[config.mk]
export PLATFORM = sky130hd
export DESIGN_NAME = lot_space_ctrl
export DESIGN_NICKNAME = d
export VERILOG_FILES = /design/src/rtl/lot_pkg.sv /design/src/rtl/lot_evt_latch.sv /design/src/rtl/lot_dwell_timer.sv /design/src/rtl/lot_count_reg.sv /design/src/rtl/lot_space_ctrl.sv
export SDC_FILE = /design/constraint.sdc
export NUM_CORES = 1
export LEC_CHECK = 0
export BUFFER_PORTS_ARGS = -buffer_cell sky130_fd_sc_hd__buf_4
export CAP_MARGIN = 20
export CORE_MARGIN = 8
export CORE_UTILIZATION = 50
export CTS_CLUSTER_SIZE = 14
export DETAILED_ROUTE_END_ITERATION = 7
export PLACE_DENSITY = 0.74
export SYNTH_ARGS = -nofsm -noshare
export SYNTH_HDL_FRONTEND = slang
export SYNTH_SLANG_ARGS = --single-unit
[constraint.sdc]
create_clock -name clk -period 2.4 [get_ports clk]
set_input_delay 0.24 -clock clk [delete_from_list [all_inputs] [get_ports clk]]
set_output_delay 0.24 -clock clk [all_outputs]
set_load 0.02 [all_outputs]
[src/rtl/lot_pkg.sv]
package lot_pkg;

  typedef enum logic [2:0] {
    ST_IDLE,
    ST_INC,
    ST_DEC,
    ST_READ,
    ST_UPD
  } lot_st_e;

  localparam int SRC_N      = 3;
  localparam int SRC_EXIT   = 0;
  localparam int SRC_ENTRY  = 1;
  localparam int SRC_TICKET = 2;

  // True when a step in the given direction would leave [0, cap].
  function automatic logic step_blocked(input int unsigned cnt,
                                        input int unsigned cap,
                                        input logic up);
    return up ? (cnt >= cap) : (cnt == 0);
  endfunction

  // Count after one bounded step.
  function automatic int unsigned step_count(input int unsigned cnt,
                                             input int unsigned cap,
                                             input logic up);
    if (step_blocked(cnt, cap, up)) return cnt;
    return up ? cnt + 1 : cnt - 1;
  endfunction

endpackage

[src/rtl/lot_evt_latch.sv]
module lot_evt_latch #(
  parameter int N = 3
) (
  input  logic         clk,
  input  logic         rst_n,
  input  logic [N-1:0] evt,
  input  logic         grant_en,
  output logic [N-1:0] take,
  output logic [N-1:0] pend_q
);

  // Lowest index wins.
  always_comb begin
    take = '0;
    if (grant_en) begin
      for (int i = N - 1; i >= 0; i--) begin
        if (pend_q[i]) take = N'(1) << i;
      end
    end
  end

  always_ff @(posedge clk) begin
    if (!rst_n) pend_q <= '0;
    else        pend_q <= (pend_q & ~take) | evt;
  end

  // a taken flag is cleared unless re-raised in the same cycle
  a_r7_take_clears: assert property (@(posedge clk) disable iff (!rst_n)
    (take != '0) |=> ((pend_q & $past(take)) == ($past(evt) & $past(take))));

endmodule

[src/rtl/lot_dwell_timer.sv]
module lot_dwell_timer #(
  parameter int W = 4
) (
  input  logic         clk,
  input  logic         rst_n,
  input  logic         load,
  input  logic [W-1:0] load_val,
  output logic         last
);

  logic [W-1:0] cnt_q;

  always_ff @(posedge clk) begin
    if (!rst_n)            cnt_q <= '0;
    else if (load)         cnt_q <= load_val;
    else if (cnt_q != '0)  cnt_q <= cnt_q - 1'b1;
  end

  assign last = (cnt_q == '0);

  // the dwell counter steps down by one per cycle
  a_r2_dwell_step: assert property (@(posedge clk) disable iff (!rst_n)
    (!load && cnt_q != '0) |=> (cnt_q == $past(cnt_q) - 1'b1));

endmodule

[src/rtl/lot_count_reg.sv]
module lot_count_reg
  import lot_pkg::*;
#(
  parameter int CNT_W    = 10,
  parameter int CAPACITY = 500
) (
  input  logic             clk,
  input  logic             rst_n,
  input  logic             apply,
  input  logic             up,
  output logic [CNT_W-1:0] cnt_q,
  output logic             blocked
);

  assign blocked = step_blocked(int'(cnt_q), CAPACITY, up);

  always_ff @(posedge clk) begin
    if (!rst_n)     cnt_q <= CNT_W'(CAPACITY);
    else if (apply) cnt_q <= CNT_W'(step_count(int'(cnt_q), CAPACITY, up));
  end

  // the count never exceeds the capacity
  a_r5_bounds: assert property (@(posedge clk) disable iff (!rst_n)
    int'(cnt_q) <= CAPACITY);

  // the count only moves when an operation is applied
  a_r6_count_hold: assert property (@(posedge clk) disable iff (!rst_n)
    !apply |=> $stable(cnt_q));

endmodule

[src/rtl/lot_space_ctrl.sv]
module lot_space_ctrl
  import lot_pkg::*;
#(
  parameter int CAPACITY = 500,
  parameter int CNT_W    = 10,
  parameter int INC_CYC  = 5,
  parameter int DEC_CYC  = 5,
  parameter int RD_CYC   = 2,
  parameter int UPD_CYC  = 10
) (
  input  logic             clk,
  input  logic             rst_n,
  input  logic             car_exit,
  input  logic             car_entry,
  input  logic             ticket_req,
  output logic             grant,
  output logic             lot_full,
  output logic             disp_stb,
  output logic [CNT_W-1:0] disp_count,
  output logic             sat_err
);

  localparam int DMAX_A = (INC_CYC > DEC_CYC) ? INC_CYC : DEC_CYC;
  localparam int DMAX_B = (RD_CYC > UPD_CYC) ? RD_CYC : UPD_CYC;
  localparam int DMAX   = (DMAX_A > DMAX_B) ? DMAX_A : DMAX_B;
  localparam int TW     = (DMAX > 1) ? $clog2(DMAX) : 1;

  lot_st_e          st_q, st_d;
  logic [SRC_N-1:0] evt, take, pend_q;
  logic             grant_en;
  logic             tmr_load, tmr_last;
  logic [TW-1:0]    tmr_val;
  logic             cnt_apply, cnt_up, cnt_blocked;
  logic [CNT_W-1:0] count;

  assign evt[SRC_EXIT]   = car_exit;
  assign evt[SRC_ENTRY]  = car_entry;
  assign evt[SRC_TICKET] = ticket_req;
  assign grant_en        = (st_q == ST_IDLE);

  lot_evt_latch #(.N(SRC_N)) u_evt (
    .clk(clk), .rst_n(rst_n), .evt(evt), .grant_en(grant_en),
    .take(take), .pend_q(pend_q)
  );

  lot_dwell_timer #(.W(TW)) u_tmr (
    .clk(clk), .rst_n(rst_n), .load(tmr_load), .load_val(tmr_val),
    .last(tmr_last)
  );

  lot_count_reg #(.CNT_W(CNT_W), .CAPACITY(CAPACITY)) u_cnt (
    .clk(clk), .rst_n(rst_n), .apply(cnt_apply), .up(cnt_up),
    .cnt_q(count), .blocked(cnt_blocked)
  );

  always_comb begin
    st_d     = st_q;
    tmr_load = 1'b0;
    tmr_val  = '0;
    unique case (st_q)
      ST_IDLE: begin
        if (take[SRC_EXIT]) begin
          st_d = ST_INC;  tmr_load = 1'b1; tmr_val = TW'(INC_CYC - 1);
        end else if (take[SRC_ENTRY]) begin
          st_d = ST_DEC;  tmr_load = 1'b1; tmr_val = TW'(DEC_CYC - 1);
        end else if (take[SRC_TICKET]) begin
          st_d = ST_READ; tmr_load = 1'b1; tmr_val = TW'(RD_CYC - 1);
        end
      end
      ST_INC, ST_DEC: begin
        if (tmr_last) begin
          st_d = ST_UPD; tmr_load = 1'b1; tmr_val = TW'(UPD_CYC - 1);
        end
      end
      ST_READ: if (tmr_last) st_d = ST_IDLE;
      ST_UPD:  if (tmr_last) st_d = ST_IDLE;
      default: st_d = ST_IDLE;
    endcase
  end

  always_ff @(posedge clk) begin
    if (!rst_n) st_q <= ST_IDLE;
    else        st_q <= st_d;
  end

  assign cnt_apply  = (st_q == ST_INC || st_q == ST_DEC) && tmr_last;
  assign cnt_up     = (st_q == ST_INC);
  assign sat_err    = cnt_apply && cnt_blocked;
  assign grant      = (st_q == ST_READ) && tmr_last && (count != '0);
  assign lot_full   = (st_q == ST_READ) && tmr_last && (count == '0);
  assign disp_stb   = (st_q == ST_UPD) && tmr_last;
  assign disp_count = count;

  // display strobe lasts one cycle
  a_r6_stb_single: assert property (@(posedge clk) disable iff (!rst_n)
    disp_stb |=> !disp_stb);

  // an answer ends the read phase
  a_r4_answer_ends: assert property (@(posedge clk) disable iff (!rst_n)
    (grant || lot_full) |=> (st_q == ST_IDLE));

  // a blocked step leaves the count as it was
  a_r5_err_hold: assert property (@(posedge clk) disable iff (!rst_n)
    sat_err |=> $stable(disp_count));

  // idle with nothing pending stays idle
  a_r8_idle_hold: assert property (@(posedge clk) disable iff (!rst_n)
    (st_q == ST_IDLE && pend_q == '0) |=> (st_q == ST_IDLE));

endmodule

==> results of run 1 <==
## final cells by class
cell class | count | area share [%]
Timing Repair Buffer | 24 | 11.3
Inverter | 9 | 2.11
Sequential cell | 20 | 25.0
Clock buffer | 4 | 2.27
Tap cell | 31 | 2.43
Multi-Input combinational cell | 128 | 56.9
## state kept, by name, summed over array words and instances (netlist names)
| name | cells |
|---|---|
| u_cnt.cnt_q | 10 |
| u_tmr.cnt_q | 4 |
| st_q | 3 |
| u_evt.pend_q | 3 |
## cells in the final DEF (no fill, tap or decap), types with 3 or more instances in the layout
| cell type | n |
|---|---|
| buf_4 | 24 |
| inv_1 | 8 |
| ha_1 | 8 |
| nor3_1 | 3 |
| nor3b_1 | 3 |
| o211ai_1 | 6 |
| o21a_1 | 3 |
| dfxtp_1 | 20 |
| xnor2_1 | 8 |
| o21bai_1 | 4 |
| nand2_1 | 13 |
| nor2b_1 | 5 |
| a21oi_1 | 11 |
| clkbuf_4 | 3 |
| mux2i_1 | 3 |
| nor2_1 | 16 |
| o21ai_0 | 6 |
| nand3_1 | 6 |
## cells in the mapped netlist (4+ instances only)
cell type	n	area, um2
nor2_1	16	60.1
nand2_1	13	48.8
o211ai_1	6	45.0
nor2b_1	5	31.3
inv_1	9	33.8
o21ai_0	6	30.0
nand3_1	6	30.0
dfxtp_1	20	400
o21bai_1	4	30.0
a21oi_1	11	55.1
ha_1	9	113
xnor2_1	8	70.1
## path summary, 6_finish.rpt
check / from / endpoint / depth (start not counted)
setup / recovery: st_q[2] / u_cnt.cnt_q[7] / 8
hold / removal: ticket_req / u_evt.pend_q[2] / 2
setup reg to reg: st_q[2] / u_cnt.cnt_q[7] / 8
hold reg to reg: u_cnt.cnt_q[8] / u_cnt.cnt_q[8] / 2
## cell families after synthesis
logic type | after synthesis
adders and majority gates | 10
and+or+nand+nor | 61
AOI/OAI and AO/OA | 44
muxes | 3
DFF | 20
buffers and inverters | 16
xor gates and xnor gates | 10
## power by group
| part | switching, W | total [W] | leakage [nW] | internal, W |
|---|---|---|---|---|
| registers | 0.000142 | 0.000596 | 0.164 | 0.000454 |
| clock network | 0.000104 | 0.000197 | 0.0210 | 0.0000926 |
| logic | 0.00106 | 0.00190 | 0.501 | 0.000843 |
## stage by stage
| step | power [W] | TNS [ns] | hold WS, ns | cells | cell area [um2] |
|---|---|---|---|---|---|
| floorplan | 0.00201 | 0 | 0.364 | 164 | 1370 |
| global placement | 0.00237 | 0 | 0.447 | 211 | 1550 |
| detailed placement | 0.00245 | 0 | 0.458 | 211 | 1550 |
| CTS | 0.00266 | 0 | 0.131 | 215 | 1580 |
| global route | 0.00297 | -0.00423 | 0.126 | 216 | 1600 |
| finish | 0.00269 | 0 | 0.138 | 216 | 1600 |
## timing repair
action	CTS	global route
hold endpoints to repair	0	0
endpoints found under the setup margin	0	4
buffers inserted	0	1
gates resized for setup	0	4
## routing by layer
metal / share of wire (%) / GRT usage (%)
met1: 41 / 15.2
met2: 55 / 27.2
met3: 1.6 / 0.655
met4: 2.7 / 8.95
met5: 0 / 0
==> metrics.md, run 1 <==
| Metric | Value |
|---|---|
| Register area share after synthesis | `29.2%` |
| Global-route wire length before repair | `5.21 mm` |
| Via/cell ratio | `5.72` |
| Final design utilization | `59.5%` |
| Yosys warnings | `0` |
| HPWL after detailed placement | `2.42 mm` |
| Via count | `1,236` |
| Lkg Pwr | `0.686 nW` |
| Family of cells with the greatest summed delay on the critical path | `compound AO/OA/AOI/OAI gates` |
| Number of synthesized register bits | `20` |
| Die boundary width | `68.4 um` |
| Max Transition Viols Final | `0` |
| Maximum frequency from static timing analysis | `444 MHz` |
| Area of the multi-input gates | `910 um2` |
| Clk root buf | `clkbuf_4` |
| Number of flops mapped to enable cells by yosys | `0` |
| TritonCTS Buffers | `3` |
| Required arrival time at the worst endpoint | `2.60 ns` |
| Synthesized-area fraction occupied by adder cells | `9.67%` |
| Number of antenna violations at the first check in global routing | `0` |
| Pin count of the biggest net entering global routing | `22` |
| Pre-CTS WS | `0.129 ns` |
| Detail-routed net length per standard cell | `14.0 um` |
| Max H-tree Level | `1` |
| Clock Sinks | `20` |
| Avg Synthesized Cell Area | `8.36 um2` |
| Setup slack of the critical path after layout | `0.149 ns` |
| Multiplexer share of the synthesized area | `2.19%` |
| Row count | `19` |
| Clock period minus final worst setup slack | `2.25 ns` |
| Starting density of the core | `51.0%` |
| Wirelength, routed | `3.02 mm` |
| Kind of end point of the critical path | `flop` |
| Clock input transition at the sequential cells of the worst setup and hold paths | `0.11 ns` |
| XOR/XNOR Fraction of Synth Area | `6.39%` |
| Number of top-level design ports | `19` |
| PortBufs | `18` |
| VDD IR-drop max | `0.00104 V` |
| Compound-Gate Fraction of Synth Area | `23.5%` |
| Layout Nets | `201` |
| Async set or reset register ratio after synthesis | `0%` |
| Number of buffers and inverters on the critical path | `1` |
| Cell chain of the critical path | `nor3b_2 -> inv_2 -> ha_2 -> nand3_1 -> o211ai_1 -> a21oi_1 -> o21bai_1 -> o31a_2` |
| Height of the die | `68.4 um` |
| Yosys cell types | `43` |
| Area growth, synth to finish | `16.6%` |
| Count of final hold-check violations | `0` |
| Status | `finished clean` |
| Combinational family with the most area after synthesis | `simple AND/OR/NAND/NOR gates` |
| Setup slack, reg-to-reg | `0.15 ns` |
| Final cycle utilization of the critical path | `93.8%` |
| Power density normalized to cell area | `1680 nW/um2` |
| Mapped Nets | `179` |
| Max transition margin | `70.9%` |
| Final setup violation count | `0` |
| Data arrival time of the critical path | `2.46 ns` |
| Placer's final routability congestion estimate | `0.844` |
| HP Class | `input port to flop` |
| Number of filler instances in the final layout | `254` |
| Number of diodes | `0` |
| Simple-gate portion of the synthesized area | `23.8%` |
| All-Layer GR Usage | `14.4%` |
| Slowest cell on the critical path | `ha_2` |
| Maximum fanout along the worst path | `6` |
| Number of iterations in the first detailed-routing pass | `4` |
| Register area | `400 um2` |
| Layout cell share with drive strength beyond 1 | `22.2%` |
| Drc violations | `0` |
| Number of buffers on the longest clock path | `2` |
| Iter 0 DRT Violations | `38` |
| ANT nets after route | `0` |
| Worst Setup Path Type | `flop to flop` |
| Stage delay of the slowest cell on the critical path | `0.39 ns` |
| Floorplan die area | `4670 um2` |
| Total gr overflow | `0` |
| Maximum Capacitance Violations | `0` |
| Post-synthesis instance area | `1370 um2` |
| # hold bufs at CTS | `0` |
| Number of global-route vias before repair | `1,221` |
| Crit path launch type | `flop` |
| Clock skew | `0.000687 ns` |
| Dominant register cell in the synthesized netlist | `dfxtp_1` |
| TritonCTS clock tree | `yes` |
| Area inside the core boundary | `2690 um2` |
| Least-Margin Pin Slew | `0.435 ns` |
| Cells after Synth | `164` |
| Clock latency on the worst-skew pair | `0.30 ns` |
Note: power is estimated with default switching activity, not from simulation.
==> run 2, diff against run 1 <==
- SYNTH_HIERARCHICAL: not set -> 1
==> run 2 against run 1 <==
Clock power is 23% lower. Count of clock-buffer cells in the layout is 1 lower. Clock skew is 0.0019 ns higher. Worst setup slack worse by 0.13 ns. Critical path depth is 1 higher. Sequential share of layout area is 3.0 points lower. Synthesized area is 2.4% higher. Via count is 9.1% higher. Power is 9.6% higher. Die area is 1.8% higher. Largest cell class unchanged. Largest power group unchanged.
==> metrics.md, run 2 <==
| Metric | Value |
|---|---|
| Status | `finished clean` |
| Layout Nets | `214 (+6.5%)` |
| Number of iterations in the first detailed-routing pass | `4 (unchanged)` |
| TritonCTS clock tree | `yes` |
| Max H-tree Level | `1 (unchanged)` |
| Clock Sinks | `20 (unchanged)` |
| Power density normalized to cell area | `1620 nW/um2 (-3.7%)` |
| Clock latency on the worst-skew pair | `0.29 ns (about the same)` |
| Iter 0 DRT Violations | `41 (+7.9%)` |
| Final setup violation count | `0 (unchanged)` |
| Register area | `402 um2 (+0.31%)` |
| Number of synthesized register bits | `20 (unchanged)` |
| Clock period minus final worst setup slack | `2.39 ns (+0.134 ns)` |
| Area of the multi-input gates | `1080 um2 (+19%)` |
| Most common cell after layout, fill and taps aside | `buf_4` |
| Yosys top cell area share | `28.5% (-0.68 points)` |
| Max Transition Viols Final | `0 (unchanged)` |
| Cell with the most instances after synthesis | `dfxtp_1` |
| Hold Slack | `0.154 ns (+0.0161 ns)` |
| Number of cells in the finished layout apart from fillers | `228 (+5.6%)` |
| Lkg Pwr | `0.735 nW (+7.1%)` |
| PortBufs | `18 (unchanged)` |
| Commonest non-fill, non-tap cells in the layout | `buf_4, dfxtp_1, nand2_1, nor2_1, xnor2_1` |
| Number of diodes | `0 (unchanged)` |
| Async set or reset register ratio after synthesis | `0% (unchanged)` |
| Maximum Capacitance Violations | `0 (unchanged)` |
| VDD IR-drop max | `0.00127 V (+22%)` |
| Maximum fanout along the worst path | `7 (+1)` |
| Clock input transition at the sequential cells of the worst setup and hold paths | `0.10 ns (about the same)` |
| Largest reg by FF count | `u_cnt/cnt_q` |
| Hold Path Depth | `2 (unchanged)` |
| Pre-CTS WS | `0.0297 ns (-0.0989 ns)` |
| Wirelength, routed | `3.43 mm (+14%)` |
| Via count | `1,349 (+9.1%)` |
| Final design utilization | `67.1% (+7.6 points)` |
| Dominant cell type by area after synthesis | `dfxtp_1` |
| Registers with the highest flip-flop counts | `u_cnt/cnt_q (10), u_tmr/cnt_q (4)` |
| Mapped Nets | `181 (+1.1%)` |
| TritonCTS Buffers | `3 (unchanged)` |
| Placer's final routability congestion estimate | `0.853 (+1.1%)` |
| # hold bufs at CTS | `0 (unchanged)` |
| Cells after DPL | `221 (+4.7%)` |
| Avg Synthesized Cell Area | `8.46 um2 (+1.1%)` |
| Yosys cell types | `52 (+21%)` |
| Clock skew | `0.00256 ns (+0.00187 ns)` |
| ANT nets after route | `0 (unchanged)` |
| Unrepaired setup endpoints after global routing | `yes` |
| Number of antenna violations at the first check in global routing | `0 (unchanged)` |
| Post-synthesis instance area | `1400 um2 (+2.4%)` |
| All-Layer GR Usage | `13.7% (-0.67 points)` |
| Number of global-route vias before repair | `1,239 (+1.5%)` |
| Die boundary width | `69.0 um (+0.90%)` |
| Data arrival time of the critical path | `2.61 ns (+0.15 ns)` |
| Total gr overflow | `0 (unchanged)` |
| Number of buffers on the longest clock path | `2 (unchanged)` |
| Dominant register cell in the synthesized netlist | `dfxtp_1` |
| HPWL after detailed placement | `2.32 mm (-4.3%)` |
| Number of filler instances in the final layout | `225 (-11%)` |
| Setup slack of the critical path after layout | `0.0148 ns (-0.134 ns)` |
| Global-route wire length before repair | `5.18 mm (-0.54%)` |
| Register area share after synthesis | `28.5% (-0.68 points)` |
| Area inside the core boundary | `2710 um2 (+0.88%)` |
| Via/cell ratio | `5.92 (+3.4%)` |
| Kind of end point of the critical path | `flop` |
| Depth of the worst register-to-register path | `9 (+1)` |
| Cells after Synth | `166 (+1.2%)` |
| Pin count of the biggest net entering global routing | `24 (+9.1%)` |
| Dominant cells by area after synthesis | `dfxtp_1, ha_1, xnor2_1` |
| Area growth, synth to finish | `29.6%` |
| Total design power | `0.00295 W (+9.6%)` |
| Number of flops mapped to enable cells by yosys | `0 (unchanged)` |
| Maximum frequency from static timing analysis | `419 MHz (-5.6%)` |
| Floorplan die area | `4760 um2 (+1.8%)` |
| Layout cell share with drive strength beyond 1 | `32.0% (+9.8 points)` |
| Height of the die | `69.0 um (+0.90%)` |
| Worst Setup Path Type | `flop to flop` |
| Max FFs per register | `10 (unchanged)` |
| Count of final hold-check violations | `0 (unchanged)` |
| Final cycle utilization of the critical path | `99.4% (+5.6 points)` |
| Starting density of the core | `51.8% (+0.75 points)` |
| Row count | `19 (unchanged)` |
| Crit path launch type | `flop` |
| Drc violations | `0 (unchanged)` |
| Most used standard cells in the synthesized netlist | `dfxtp_1, nand2_1, nor2_1` |
| HP Class | `input port to flop` |
| Clk root buf | `clkbuf_4` |
| Detail-routed net length per standard cell | `15.1 um (+7.6%)` |
| Yosys warnings | `6 (+6)` |
| Number of top-level design ports | `19 (unchanged)` |
| Required arrival time at the worst endpoint | `2.63 ns (+0.03 ns)` |
## run 2: path summary, 6_finish.rpt
| path | from | to | slack (ns) |
|---|---|---|---|
| max | st_q[1] | u_cnt/cnt_q[9] | 0.01 |
| min | car_exit | u_evt/pend_q[0] | 0.15 |
| max reg2reg | st_q[1] | u_cnt/cnt_q[9] | 0.01 |
| min reg2reg | u_evt/pend_q[1] | u_evt/pend_q[1] | 0.52 |
## run 2: what timing repair did
item / CTS / global route
pin swaps: 0 / 9
buffers inserted: 0 / 4
setup endpoints to repair: 1 / 2
gates resized for setup: 0 / 17
## run 2: layout make-up
cell class / instances / area share (%)
Clock buffer: 3 / 1.24
Inverter: 8 / 1.79
Sequential cell: 20 / 22.1
Tap cell: 31 / 2.13
Multi-Input combinational cell: 135 / 59.3
Timing Repair Buffer: 31 / 13.5
## run 2: critical path, cell delays in order (launching register included)
cell	delay (ns)
dfxtp_2	0.35
nor3b_4	0.25
inv_4	0.11
ha_1	0.30
a21oi_1	0.30
nor3_2	0.10
o311ai_2	0.31
a211oi_1	0.13
or3_1	0.36
a21boi_1	0.12
## run 2: metal layers
metal | wire length (um) | track usage, % | vias up
met5 | 0 | 0 | -
met4 | 27 | 4.51 | 0
met3 | 146 | 1.94 | 2
met2 | 1810 | 25.2 | 31
met1 | 1450 | 15.7 | 653
li1 | - | - | 663
## run 2: cells by family after synthesis
kind of cell,Yosys count,synth area share (%)
compound gates,38,17.6
xor+xnor,10,6.24
fa+ha+maj,10,9.45
buf+inv,11,3.03
flops,20,28.5
mux,4,3.03
other cells,1,0.267
simple gates,72,31.8
## run 2: metrics by stage
step,area [um2],setup TNS (ns)
6_report,1820,0
5_1_grt,1820,-0.0974
4_1_cts,1670,-0.0122
3_5_place_dp,1650,0
3_3_place_gp,1650,0
2_1_floorplan,1420,-0.00496
## run 2: report_power, final
part / leakage (nW) / switching [W] / internal [W]
sequential: 0.165 / 0.000166 / 0.000450
clock: 0.0138 / 0.0000935 / 0.0000583
combinational: 0.557 / 0.00109 / 0.00110
==> run 3, diff against run 2 <==
- CORE_MARGIN: 8 -> 3
==> run 3 against run 2 <==
Clock skew is 0.00053 ns higher. Largest cell class unchanged. Worst hold slack worse by 0.0099 ns. Sequential power is essentially flat. Largest power group unchanged. Non-clock buffer count shrank 2. Die area is 27% lower.
==> metrics.md, run 3 (synthesized netlist as in run 2, its figures left out) <==
| Metric | Value |
|---|---|
| Status | `finished clean` |
| Commonest non-fill, non-tap cells in the layout | `buf_4, dfxtp_1, nand2_1, nor2_1` |
| Total gr overflow | `0 (unchanged)` |
| Depth of the worst register-to-register path | `9 (unchanged)` |
| Most common cell after layout, fill and taps aside | `buf_4` |
| HP Class | `input port to flop` |
| Number of antenna violations at the first check in global routing | `0 (unchanged)` |
| Global-route wire length before repair | `5.48 mm (+5.7%)` |
| Number of iterations in the first detailed-routing pass | `4 (unchanged)` |
| Cell chain of the critical path | `nor3b_4 -> inv_2 -> ha_1 -> a21oi_2 -> nor3_2 -> o311ai_2 -> a211oi_1 -> or3_1 -> a21boi_1` |
| Maximum frequency from static timing analysis | `431 MHz (+2.8%)` |
| TritonCTS clock tree | `yes` |
| Clk root buf | `clkbuf_4` |
| Final setup violation count | `0 (unchanged)` |
| Count of final hold-check violations | `0 (unchanged)` |
| PortBufs | `18 (unchanged)` |
| Slowest cell on the critical path | `ha_1` |
| Required arrival time at the worst endpoint | `2.64 ns (about the same)` |
| Number of diodes | `0 (unchanged)` |
| End of the worst register-to-register path | `u_cnt/cnt_q[9]` |
| ANT nets after route | `0 (unchanged)` |
| Floorplan die area | `3480 um2 (-27%)` |
| Clock latency on the worst-skew pair | `0.30 ns (about the same)` |
| HPWL after detailed placement | `2.44 mm (+5.0%)` |
| Clock period minus final worst setup slack | `2.32 ns (-0.0651 ns)` |
| Number of cells in the finished layout apart from fillers | `225 (-1.3%)` |
| Hold Slack | `0.144 ns (-0.00993 ns)` |
| Clock skew | `0.00310 ns (+0.000535 ns)` |
| Setup slack of the critical path after layout | `0.0800 ns (+0.0651 ns)` |
| Iter 0 DRT Violations | `61 (+49%)` |
| Number of top-level design ports | `19 (unchanged)` |
| Number of global-route vias before repair | `1,259 (+1.6%)` |
| Largest reg by FF count | `u_cnt/cnt_q` |
| Area of all placed cells without fillers | `1750 um2 (-3.8%)` |
| Height of the die | `59.0 um (-14%)` |
| Data arrival time of the critical path | `2.56 ns (-0.05 ns)` |
| Clock Sinks | `20 (unchanged)` |
| Cells after DPL | `220 (-0.45%)` |
| Layout Nets | `212 (-0.93%)` |
| Launching instance or port of the critical path | `st_q[2]` |
| Clock input transition at the sequential cells of the worst setup and hold paths | `0.11 ns (about the same)` |
| Stage delay of the slowest cell on the critical path | `0.38 ns (+0.02 ns)` |
| Layout cell share with drive strength beyond 1 | `31.8% (-0.18 points)` |
| Total design power | `0.00281 W (-4.9%)` |
| Row count | `18 (-1)` |
| All-Layer GR Usage | `20.1% (+6.4 points)` |
| Registers with the highest flip-flop counts | `u_cnt/cnt_q (10), u_tmr/cnt_q (4)` |
| Final cycle utilization of the critical path | `96.7% (-2.7 points)` |
| Maximum Capacitance Violations | `0 (unchanged)` |
| Worst R2R Start | `st_q[2]` |
| Placer's final routability congestion estimate | `0.892 (+4.5%)` |
| Area growth, synth to finish | `24.7%` |
| Area inside the core boundary | `2570 um2 (-5.3%)` |
| Pre-CTS WS | `0.0230 ns (-0.00669 ns)` |
| Max Transition Viols Final | `0 (unchanged)` |
| Via/cell ratio | `5.97 (+0.96%)` |
| Number of buffers on the longest clock path | `2 (unchanged)` |
| Detail-routed net length per standard cell | `14.6 um (-2.7%)` |
| Worst Setup Path Type | `flop to flop` |
| Setup slack, reg-to-reg | `0.08 ns (+0.07 ns)` |
| Max FFs per register | `10 (unchanged)` |
| Drc violations | `0 (unchanged)` |
| Maximum fanout along the worst path | `7 (unchanged)` |
| Wirelength, routed | `3.30 mm (-4.0%)` |
| Setup crit end | `u_cnt/cnt_q[9]` |
| Cell area after placement | `1650 um2 (about the same)` |
| Via count | `1,344 (-0.37%)` |
| Pin count of the biggest net entering global routing | `24 (unchanged)` |
| Power density normalized to cell area | `1600 nW/um2 (-1.2%)` |
| VDD IR-drop max | `0.00112 V (-12%)` |
| Lkg Pwr | `0.717 nW (-2.5%)` |
| Kind of end point of the critical path | `flop` |
| Starting density of the core | `54.7% (+2.9 points)` |
| Crit path launch type | `flop` |
| Max H-tree Level | `1 (unchanged)` |
| Die boundary width | `59.0 um (-14%)` |
| TritonCTS Buffers | `3 (unchanged)` |
run 3: repair_timing:
action | CTS | global route
cloned | 0 | 0
buffers inserted | 1 | 1
endpoints found under the setup margin | 2 | 2
hold buffers | 0 | 0
endpoints found under the hold margin | 0 | 0
pin swaps | 3 | 6
resized for setup | 3 | 12
run 3: through the flow:
step	setup TNS (ns)	utilization, %
after floorplan	-0.00496	-
after global placement	0	64.2
after detailed placement	0	64.2
after CTS	0	65.6
after global routing	-0.00959	68.2
final	0	68.2
run 3: worst min-delay path by stage:
stage / from / to / slack [ns] / cells after the start
global route: car_exit / u_evt/pend_q[0] / 0.14 / 2
detailed placement: car_exit / u_evt/pend_q[0] / 0.45 / 2
global placement: car_entry / u_evt/pend_q[1] / 0.44 / 3
floorplan: car_entry / u_evt/pend_q[1] / 0.35 / 2
finish: car_exit / u_evt/pend_q[0] / 0.14 / 2
CTS: car_exit / u_evt/pend_q[0] / 0.14 / 2
run 3: area by class of cell:
cell class	instances	area (um2)
Multi-Input combinational cell	135	1040
Fill cell	214	817
Sequential cell	20	404
Timing Repair Buffer	29	218
Tap cell	30	37.5
Inverter	8	30.0
Clock buffer	3	22.5
run 3: power by group:
group	leakage [nW]	total (W)	switching [W]	internal, W
registers	0.165	0.000619	0.000166	0.000453
logic	0.537	0.00203	0.00106	0.000968
clock network	0.0138	0.000158	0.0000998	0.0000585
run 3: worst max-delay path: cells and delay by family (launching register included):
kind	cells	cell delay, ns
simple gates	3	0.65
fa+ha+maj	1	0.38
flops	1	0.35
buf+inv	1	0.11
compound gates	4	0.77
run 3: metal layers:
metal	GRT usage, %	up-vias	share of wire, %
li1	-	659	-
met1	25.2	638	43
met2	35.2	37	50
met3	2.18	10	4.1
met4	7.44	0	2.5
met5	0	-	0
